<file path="src/rtl/bmu_pkg.sv">
package bmu_pkg;
    localparam int unsigned DIR_INSERT   = 0;
    localparam int unsigned DIR_STRIP    = 1;
    localparam int unsigned REG_W        = 32;
    localparam int unsigned LEN_BYTE_OFS = 16;
    localparam logic [1:0]  RESP_OKAY    = 2'b00;
endpackage

</file>
<file path="src/rtl/bmu_lite_reg.sv">
module bmu_lite_reg
    import bmu_pkg::*;
#(
    parameter int unsigned ADDR_W = 6
) (
    input  logic              clk,
    input  logic              rst_n,
    input  logic [ADDR_W-1:0] awaddr_i,
    input  logic              awvalid_i,
    output logic              awready_o,
    input  logic [REG_W-1:0]  wdata_i,
    input  logic              wvalid_i,
    output logic              wready_o,
    output logic [1:0]        bresp_o,
    output logic              bvalid_o,
    input  logic              bready_i,
    input  logic [ADDR_W-1:0] araddr_i,
    input  logic              arvalid_i,
    output logic              arready_o,
    output logic [REG_W-1:0]  rdata_o,
    output logic [1:0]        rresp_o,
    output logic              rvalid_o,
    input  logic              rready_i,
    output logic [REG_W-1:0]  len_o
);
    localparam logic [ADDR_W-1:0] OFS = ADDR_W'(LEN_BYTE_OFS);

    typedef struct packed {
        logic             bvalid;
        logic             rvalid;
        logic [REG_W-1:0] rdata;
        logic [REG_W-1:0] len;
    } lite_st_t;

    lite_st_t st_d, st_q;
    logic     wr_take, rd_take;

    logic unused_lsb;
    assign unused_lsb = ^{awaddr_i[1:0], araddr_i[1:0]};

    always_comb begin
        st_d    = st_q;
        wr_take = awvalid_i && wvalid_i && !st_q.bvalid;
        rd_take = arvalid_i && !st_q.rvalid;
        if (st_q.bvalid && bready_i) st_d.bvalid = 1'b0;
        if (wr_take) begin
            st_d.bvalid = 1'b1;
            if (awaddr_i[ADDR_W-1:2] == OFS[ADDR_W-1:2]) st_d.len = wdata_i;
        end
        if (st_q.rvalid && rready_i) st_d.rvalid = 1'b0;
        if (rd_take) begin
            st_d.rvalid = 1'b1;
            st_d.rdata  = (araddr_i[ADDR_W-1:2] == OFS[ADDR_W-1:2]) ? st_q.len : '0;
        end
    end

    always_ff @(posedge clk) begin
        if (!rst_n) begin
            st_q.bvalid <= 1'b0;
            st_q.rvalid <= 1'b0;
            st_q.rdata  <= '0;
            st_q.len    <= REG_W'(1);
        end else begin
            st_q <= st_d;
        end
    end

    assign awready_o = wr_take;
    assign wready_o  = wr_take;
    assign bvalid_o  = st_q.bvalid;
    assign bresp_o   = RESP_OKAY;
    assign arready_o = !st_q.rvalid;
    assign rvalid_o  = st_q.rvalid;
    assign rdata_o   = st_q.rdata;
    assign rresp_o   = RESP_OKAY;
    assign len_o     = st_q.len;

    assert_bresp_hold_R10: assert property (@(posedge clk) disable iff (!rst_n)
        bvalid_o && !bready_i |=> bvalid_o);
    assert_rdata_hold_R10: assert property (@(posedge clk) disable iff (!rst_n)
        rvalid_o && !rready_i |=> rvalid_o && $stable(rdata_o));
endmodule

</file>
<file path="src/rtl/bmu_beat_count.sv">
module bmu_beat_count #(
    parameter int unsigned CW = 32
) (
    input  logic          clk,
    input  logic          rst_n,
    input  logic          step_i,
    input  logic [CW-1:0] len_i,
    output logic          last_o
);
    typedef struct packed {
        logic [CW-1:0] cnt;
        logic [CW-1:0] len;
    } cnt_st_t;

    cnt_st_t       st_d, st_q;
    logic [CW-1:0] live_len, eff_len;
    logic          first_beat;

    always_comb begin
        live_len   = (len_i == '0) ? CW'(1) : len_i;
        first_beat = (st_q.cnt == CW'(1));
        eff_len    = first_beat ? live_len : st_q.len;
        last_o     = (st_q.cnt >= eff_len);
        st_d       = st_q;
        if (step_i) begin
            if (first_beat) st_d.len = live_len;
            st_d.cnt = last_o ? CW'(1) : st_q.cnt + CW'(1);
        end
    end

    always_ff @(posedge clk) begin
        if (!rst_n) begin
            st_q.cnt <= CW'(1);
            st_q.len <= CW'(1);
        end else begin
            st_q <= st_d;
        end
    end

    assert_restart_R4: assert property (@(posedge clk) disable iff (!rst_n)
        step_i && last_o |=> st_q.cnt == CW'(1));
    assert_len_frozen_R5: assert property (@(posedge clk) disable iff (!rst_n)
        st_q.cnt != CW'(1) |=> $stable(st_q.len));
    assert_cnt_nonzero_R9: assert property (@(posedge clk) disable iff (!rst_n)
        st_q.cnt != '0);
endmodule

</file>
<file path="src/rtl/bmu_out_stage.sv">
module bmu_out_stage #(
    parameter int unsigned DW = 32
) (
    input  logic          clk,
    input  logic          rst_n,
    input  logic          s_valid_i,
    output logic          s_ready_o,
    input  logic [DW-1:0] s_data_i,
    input  logic          s_last_i,
    output logic          m_valid_o,
    input  logic          m_ready_i,
    output logic [DW-1:0] m_data_o,
    output logic          m_last_o,
    output logic          xfer_o
);
    typedef struct packed {
        logic          valid;
        logic          last;
        logic [DW-1:0] data;
    } stage_st_t;

    stage_st_t st_d, st_q;

    always_comb begin
        st_d      = st_q;
        s_ready_o = !st_q.valid || m_ready_i;
        xfer_o    = s_valid_i && s_ready_o;
        if (xfer_o) begin
            st_d.valid = 1'b1;
            st_d.data  = s_data_i;
            st_d.last  = s_last_i;
        end else if (m_ready_i) begin
            st_d.valid = 1'b0;
        end
    end

    always_ff @(posedge clk) begin
        if (!rst_n) begin
            st_q.valid <= 1'b0;
            st_q.last  <= 1'b0;
            st_q.data  <= '0;
        end else begin
            st_q <= st_d;
        end
    end

    assign m_valid_o = st_q.valid;
    assign m_data_o  = st_q.data;
    assign m_last_o  = st_q.last;

    assert_stall_hold_R8: assert property (@(posedge clk) disable iff (!rst_n)
        m_valid_o && !m_ready_i |=> m_valid_o && $stable(m_data_o) && $stable(m_last_o));
    assert_take_on_free_R8: assert property (@(posedge clk) disable iff (!rst_n)
        s_valid_i && !m_valid_o |=> m_valid_o && m_data_o == $past(s_data_i));
endmodule

</file>
<file path="src/rtl/burst_mark_unit.sv">
module burst_mark_unit
    import bmu_pkg::*;
#(
    parameter int unsigned DATA_W     = 32,
    parameter int unsigned DIRECTION  = DIR_INSERT,
    parameter int unsigned DYNAMIC    = 1,
    parameter int unsigned STATIC_LEN = 8,
    parameter int unsigned ADDR_W     = 6
) (
    input  logic              clk,
    input  logic              rst_n,
    input  logic              s_axis_tvalid,
    output logic              s_axis_tready,
    input  logic [DATA_W-1:0] s_axis_tdata,
    input  logic              s_axis_tlast,
    output logic              m_axis_tvalid,
    input  logic              m_axis_tready,
    output logic [DATA_W-1:0] m_axis_tdata,
    output logic              m_axis_tlast,
    input  logic [ADDR_W-1:0] ctl_awaddr,
    input  logic              ctl_awvalid,
    output logic              ctl_awready,
    input  logic [REG_W-1:0]  ctl_wdata,
    input  logic              ctl_wvalid,
    output logic              ctl_wready,
    output logic [1:0]        ctl_bresp,
    output logic              ctl_bvalid,
    input  logic              ctl_bready,
    input  logic [ADDR_W-1:0] ctl_araddr,
    input  logic              ctl_arvalid,
    output logic              ctl_arready,
    output logic [REG_W-1:0]  ctl_rdata,
    output logic [1:0]        ctl_rresp,
    output logic              ctl_rvalid,
    input  logic              ctl_rready
);
    logic [REG_W-1:0] cfg_len;
    logic             beat_last;
    logic             in_xfer;
    logic             unused_bits;

    assign unused_bits = ^{cfg_len, s_axis_tlast, in_xfer};

    bmu_lite_reg #(.ADDR_W(ADDR_W)) u_cfg (
        .clk       (clk),
        .rst_n     (rst_n),
        .awaddr_i  (ctl_awaddr),
        .awvalid_i (ctl_awvalid),
        .awready_o (ctl_awready),
        .wdata_i   (ctl_wdata),
        .wvalid_i  (ctl_wvalid),
        .wready_o  (ctl_wready),
        .bresp_o   (ctl_bresp),
        .bvalid_o  (ctl_bvalid),
        .bready_i  (ctl_bready),
        .araddr_i  (ctl_araddr),
        .arvalid_i (ctl_arvalid),
        .arready_o (ctl_arready),
        .rdata_o   (ctl_rdata),
        .rresp_o   (ctl_rresp),
        .rvalid_o  (ctl_rvalid),
        .rready_i  (ctl_rready),
        .len_o     (cfg_len)
    );

    if (DIRECTION == DIR_INSERT) begin : g_insert
        logic [REG_W-1:0] len_sel;
        if (DYNAMIC != 0) begin : g_dyn
            assign len_sel = cfg_len;
        end else begin : g_static
            assign len_sel = REG_W'(STATIC_LEN);
        end
        bmu_beat_count #(.CW(REG_W)) u_cnt (
            .clk    (clk),
            .rst_n  (rst_n),
            .step_i (in_xfer),
            .len_i  (len_sel),
            .last_o (beat_last)
        );
    end else if (DIRECTION == DIR_STRIP) begin : g_strip
        assign beat_last = 1'b0;
    end else begin : g_bad_dir
        $fatal(1, "burst_mark_unit: DIRECTION must be 0 (insert) or 1 (strip)");
        assign beat_last = 1'b0;
    end

    bmu_out_stage #(.DW(DATA_W)) u_out (
        .clk       (clk),
        .rst_n     (rst_n),
        .s_valid_i (s_axis_tvalid),
        .s_ready_o (s_axis_tready),
        .s_data_i  (s_axis_tdata),
        .s_last_i  (beat_last),
        .m_valid_o (m_axis_tvalid),
        .m_ready_i (m_axis_tready),
        .m_data_o  (m_axis_tdata),
        .m_last_o  (m_axis_tlast),
        .xfer_o    (in_xfer)
    );
endmodule

</file>
<file path="config.mk">
export PLATFORM = sky130hd
export DESIGN_NAME = burst_mark_unit
export DESIGN_NICKNAME = d
export VERILOG_FILES = /design/src/rtl/bmu_pkg.sv /design/src/rtl/bmu_lite_reg.sv /design/src/rtl/bmu_beat_count.sv /design/src/rtl/bmu_out_stage.sv /design/src/rtl/burst_mark_unit.sv
export SDC_FILE = /design/constraint.sdc
export NUM_CORES = 1
export LEC_CHECK = 0
export BUFFER_PORTS_ARGS = -buffer_cell sky130_fd_sc_hd__buf_2
export CAP_MARGIN = 5
export CORE_ASPECT_RATIO = 0.9
export CORE_MARGIN = 8
export CORE_UTILIZATION = 25
export CTS_CLUSTER_DIAMETER = 150
export DETAILED_ROUTE_END_ITERATION = 10
export GPL_TIMING_DRIVEN = 0
export MAX_ROUTING_LAYER = met4
export REMOVE_ABC_BUFFERS = 1
export SLEW_MARGIN = 25
export SYNTH_ARGS = -nofsm -noshare
export SYNTH_HDL_FRONTEND = slang
export SYNTH_SLANG_ARGS = --single-unit
</file>
<file path="constraint.sdc">
create_clock -name clk -period 5.6 [get_ports clk]
set_clock_uncertainty 0.1 [all_clocks]
set_input_delay 0.56 -clock clk [delete_from_list [all_inputs] [get_ports clk]]
set_output_delay 0.56 -clock clk [all_outputs]
set_load 0.02 [all_outputs]
</file>
==> impl_metrics.csv <==
group,metric,value,unit
pwr,swShare,26.81,%
synthesis,ys_seq_elements,164,
setup_path,worstPathCellList,"nor4_1 -> and4_1 -> nand2_2 -> nor2_4 -> buf_16 -> a22oi_1 -> ha_1 -> nand4_1 -> or3_1 -> or4_1 -> a31oi_4 -> o21a_2 -> nor2_1",
clock_network,clk_pin_slew,70,ps
clock_network,cts_buffers,17,
clock_network,worstSkewPairLatency,430,ps
global_routing,grt_use_total,11.85,%
route,vias,6484,
final_layout,drive_gt1_share,20.56,%
synthesis,synthSimpleGateAreaFrac,24.03,%
global_routing,grt_overflow,0,
run,cap_violations,0,
worst_hold_path,min_from,"s_axis_tdata[6]",
die,die-height,180.9,um
final_layout,fillers,3180,
pwr,leakagePower,3.660,nW
placed_design,post-place-ws,636.3,ps
synthesis,synth_area_leaders,"dfxtp_1, a22oi_1, nand2_1",
setup_path,cp_slowest_cell,"o21a_2",
synthesis,ys_warn_count,0,
placed_design,hpwl,14260,um
clock_network,htreeDepth,4,
synthesis,synth_xor_area_share,3.248,%
clock_network,cts.sinks,164,
synthesis,synth_top_area_cell,"dfxtp_1",
synthesis,synth_compound_area_share,19.27,%
global_routing,grt_max_degree,93,
route,wl_per_cell,14.66,um
die,rows,60,
worst_hold_path,hp-class,"in -> reg",
synthesis,yosysMostFrequentCell,"nand2_1",
synthesis,synth_fa_ha_area_share,5.634,%
route,drcViolationCount,0,
setup_path,path_class,"reg -> reg",
pwr,p_comb_share,10.6,%
die,start_util,25.34,%
route,post_drt_via_cell_ratio,4.599,
setup_path,crit_family,"simple AND/OR/NAND/NOR gates",
clock_network,cts_root_buf,"clkbuf_16",
timing,layout_min_cycle_time,4881,ps
global_routing,antenna_found_initial,0,
worst_hold_path,hold_depth,3,
setup_path,cp-start-kind,"flip-flop",
route,firstDrtPassIters,5,
pwr,finalPower,0.002691,W
setup_path,r2r_end,"g_insert.u_cnt.st_q[41]$_SDFFE_PN0P_",
setup_path,rrSetupSlack,720,ps
synthesis,syn_inst,876,
route,final_antenna_net_count,0,
timing,max_freq,0.2049,GHz
synthesis,synth_top_family_by_area,"simple AND/OR/NAND/NOR gates",
placed_design,gp_congestion,0.7881,
setup_path,required,5800,ps
pwr,internal-power,0.001970,W
clock_network,ctsResizeCount,0,
setup_path,cp_max_fo,32,
setup_path,r2r_start,"g_insert.u_cnt.st_q[48]$_SDFFE_PN0P_",
global_routing,grt_pass1_vias,6339,
timing,slew_viol_final,0,
die,core_area,29800,um2
clock_network,clockBufferDepth,2,
pwr,p_clk_share,44.9,%
pwr,p_switching,0.0007213,W
timing,period_share,87.16,%
setup_path,ff2ff_path_depth,13,
final_layout,ff_latch_area,3283,um2
setup_path,critPathCaptureType,"flip-flop",
synthesis,synthFlopType,"dfxtp_1",
die,io_pins,162,
pwr,power.density,288.8,nW/um2
timing,relSlewSlack,43.35,%
clock_network,hold_buffers,0,
timing,setup_viol_count_final,0,
worst_hold_path,hold_path_end,"u_out.m_data_o[6]$_SDFFE_PN0P_",
setup_path,arrival,5080,ps
final_layout,antenna_cells,0,
synthesis,synth_edf_count,0,
synthesis,syn_area,7551,um2
die,die_area,36030,um2
setup_path,worst_path_largest_cell_delay,540,ps
final_layout,area_growth,23.38,%
status,status,"completed",
timing,final_hold_viol_count,0,
route,drt-total-wl,20670,um
clock_network,postCtsSetupRepairBufs,0,
synthesis,synth_top_area_share,43.48,%
die,die-width,199.2,um
synthesis,ys_types,50,
final_layout,multi_input_area,3994,um2
synthesis,synth-async-reset-ratio,0,%
final_layout,final_nets,1114,
global_routing,grt_first_pass_wirelength,33490,um
route,drtIter0Drc,321,
placed_design,port_buffers,152,
pwr,pwr-share-seq,44.5,%
synthesis,synthMuxAreaShare,0,%
timing,grt_setup_unrepaired,"false",
timing,worst_slack,719.2,ps
timing,tightest_slew,848.8,ps
synthesis,synth_commonest_cells,"nand2_1, dfxtp_1, a22oi_1",
synthesis,seq_area_frac_synth,43.48,%
clock_network,cts_tree,"built",
setup_path,crit_buf_inv,1,
synthesis,syn_area_per_cell,8.620,um2
pwr,vdd_ir_drop_max,0.2184,mV
[layout by cell type (no fill, tap or decap), types with 2 or more instances in the layout]
| cell | instances |
|---|---|
| and3_1 | 2 |
| ha_1 | 34 |
| and2_1 | 3 |
| nor2_1 | 38 |
| o21a_1 | 2 |
| or3_1 | 2 |
| nor3_1 | 8 |
| a31oi_1 | 2 |
| nor2b_1 | 64 |
| or4_1 | 2 |
| conb_1 | 4 |
| a21oi_1 | 17 |
| xor2_1 | 20 |
| a22oi_1 | 94 |
| buf_2 | 155 |
| nor4_1 | 28 |
| inv_6 | 3 |
| nand3_1 | 11 |
| nor4b_1 | 2 |
| nand4_1 | 10 |
| nand2_1 | 175 |
| inv_1 | 12 |
| a21boi_0 | 64 |
| o21ai_0 | 8 |
| nor2_4 | 2 |
| nand2_2 | 4 |
| clkinvlp_4 | 4 |
| nand3_2 | 2 |
| nand2b_1 | 5 |
| and4_1 | 8 |
| bufinv_16 | 2 |
| and2_2 | 2 |
| clkbuf_8 | 2 |
| buf_16 | 3 |
| xnor2_1 | 8 |
| clkinv_4 | 3 |
| dfxtp_1 | 164 |
| clkbuf_16 | 17 |
[power by group through the flow]
stage | clock network (W) | registers [W] | logic [W]
global route | 0.00130 | 0.00120 | 0.000312
floorplan | 0 | 0.00124 | 0.000123
CTS | 0.00126 | 0.00120 | 0.000289
detailed placement | 0 | 0.00123 | 0.000288
finish | 0.00121 | 0.00120 | 0.000285
global placement | 0 | 0.00122 | 0.000261
[registers in the layout, indices dropped and copies added, names as in the netlist]
| name | flops |
|---|---|
| u_cfg.len_o | 32 |
| u_out.m_valid_o | 1 |
| u_cfg.rdata_o | 32 |
| u_out.m_last_o | 1 |
| u_out.m_data_o | 32 |
| g_insert.u_cnt.st_q | 64 |
| u_cfg.bvalid_o | 1 |
| u_cfg.rvalid_o | 1 |
[layer usage]
layer / vias to the layer above / track usage [%] / share of wire (%)
met2: 155 / 17.41 / 44
met5: - / - / 0
met3: 13 / 3.251 / 5.5
met1: 3018 / 15.76 / 49
met4: 0 / 3.111 / 1.0
li1: 3298 / - / -
[per-stage QoR]
stage               utilization (%)  instance area (um2)  hold slack, ps  cells  setup TNS (ps)
floorplan                         -                 7283           380.3    815               0
global placement              28.68                 8548           350.6   1370          -97780
detailed placement            29.24                 8716           353.7   1378               0
CTS                           31.26                 9316           239.8   1410               0
global route                  31.26                 9316           261.6   1410               0
finish                        31.26                 9316           273.2   1410               0
[worst max-delay path by stage]
stage                                               from                                    to  slack [ps]  cells past startpoint
floorplan           g_insert.u_cnt.st_q[32]$_SDFFE_PN1P_  g_insert.u_cnt.st_q[63]$_SDFFE_PN0P_         620                     13
global placement    g_insert.u_cnt.st_q[44]$_SDFFE_PN0P_  g_insert.u_cnt.st_q[50]$_SDFFE_PN0P_       -1320                     12
detailed placement  g_insert.u_cnt.st_q[44]$_SDFFE_PN0P_  g_insert.u_cnt.st_q[60]$_SDFFE_PN0P_         640                     13
CTS                 g_insert.u_cnt.st_q[48]$_SDFFE_PN0P_  g_insert.u_cnt.st_q[41]$_SDFFE_PN0P_         600                     13
global route        g_insert.u_cnt.st_q[48]$_SDFFE_PN0P_  g_insert.u_cnt.st_q[50]$_SDFFE_PN0P_         270                     13
finish              g_insert.u_cnt.st_q[48]$_SDFFE_PN0P_  g_insert.u_cnt.st_q[41]$_SDFFE_PN0P_         720                     13
[cells by family after synthesis]
| group | after synthesis |
|---|---|
| fa+ha+maj | 34 |
| compound gates | 199 |
| buf+inv | 76 |
| flops | 164 |
| other cells | 1 |
| xor+xnor | 28 |
| simple gates | 374 |
[worst register-to-register path: cells and delay by family, from the launching register on]
kind	cells	cell delay, ps
fa+ha+maj	1	360
compound gates	3	930
simple gates	8	2770
buf+inv	1	220
flops	1	360
[final cells by class]
cell class                      count  share of cell area [%]
Timing Repair Buffer              160                   9.549
Clock buffer                       19                   4.862
Inverter                           12                  0.4835
Sequential cell                   164                   35.24
Clock inverter                     13                   1.585
Multi-Input combinational cell    639                   42.87
Tap cell                          403                   5.412
No activity file was read; power rests on OpenSTA's default activity.
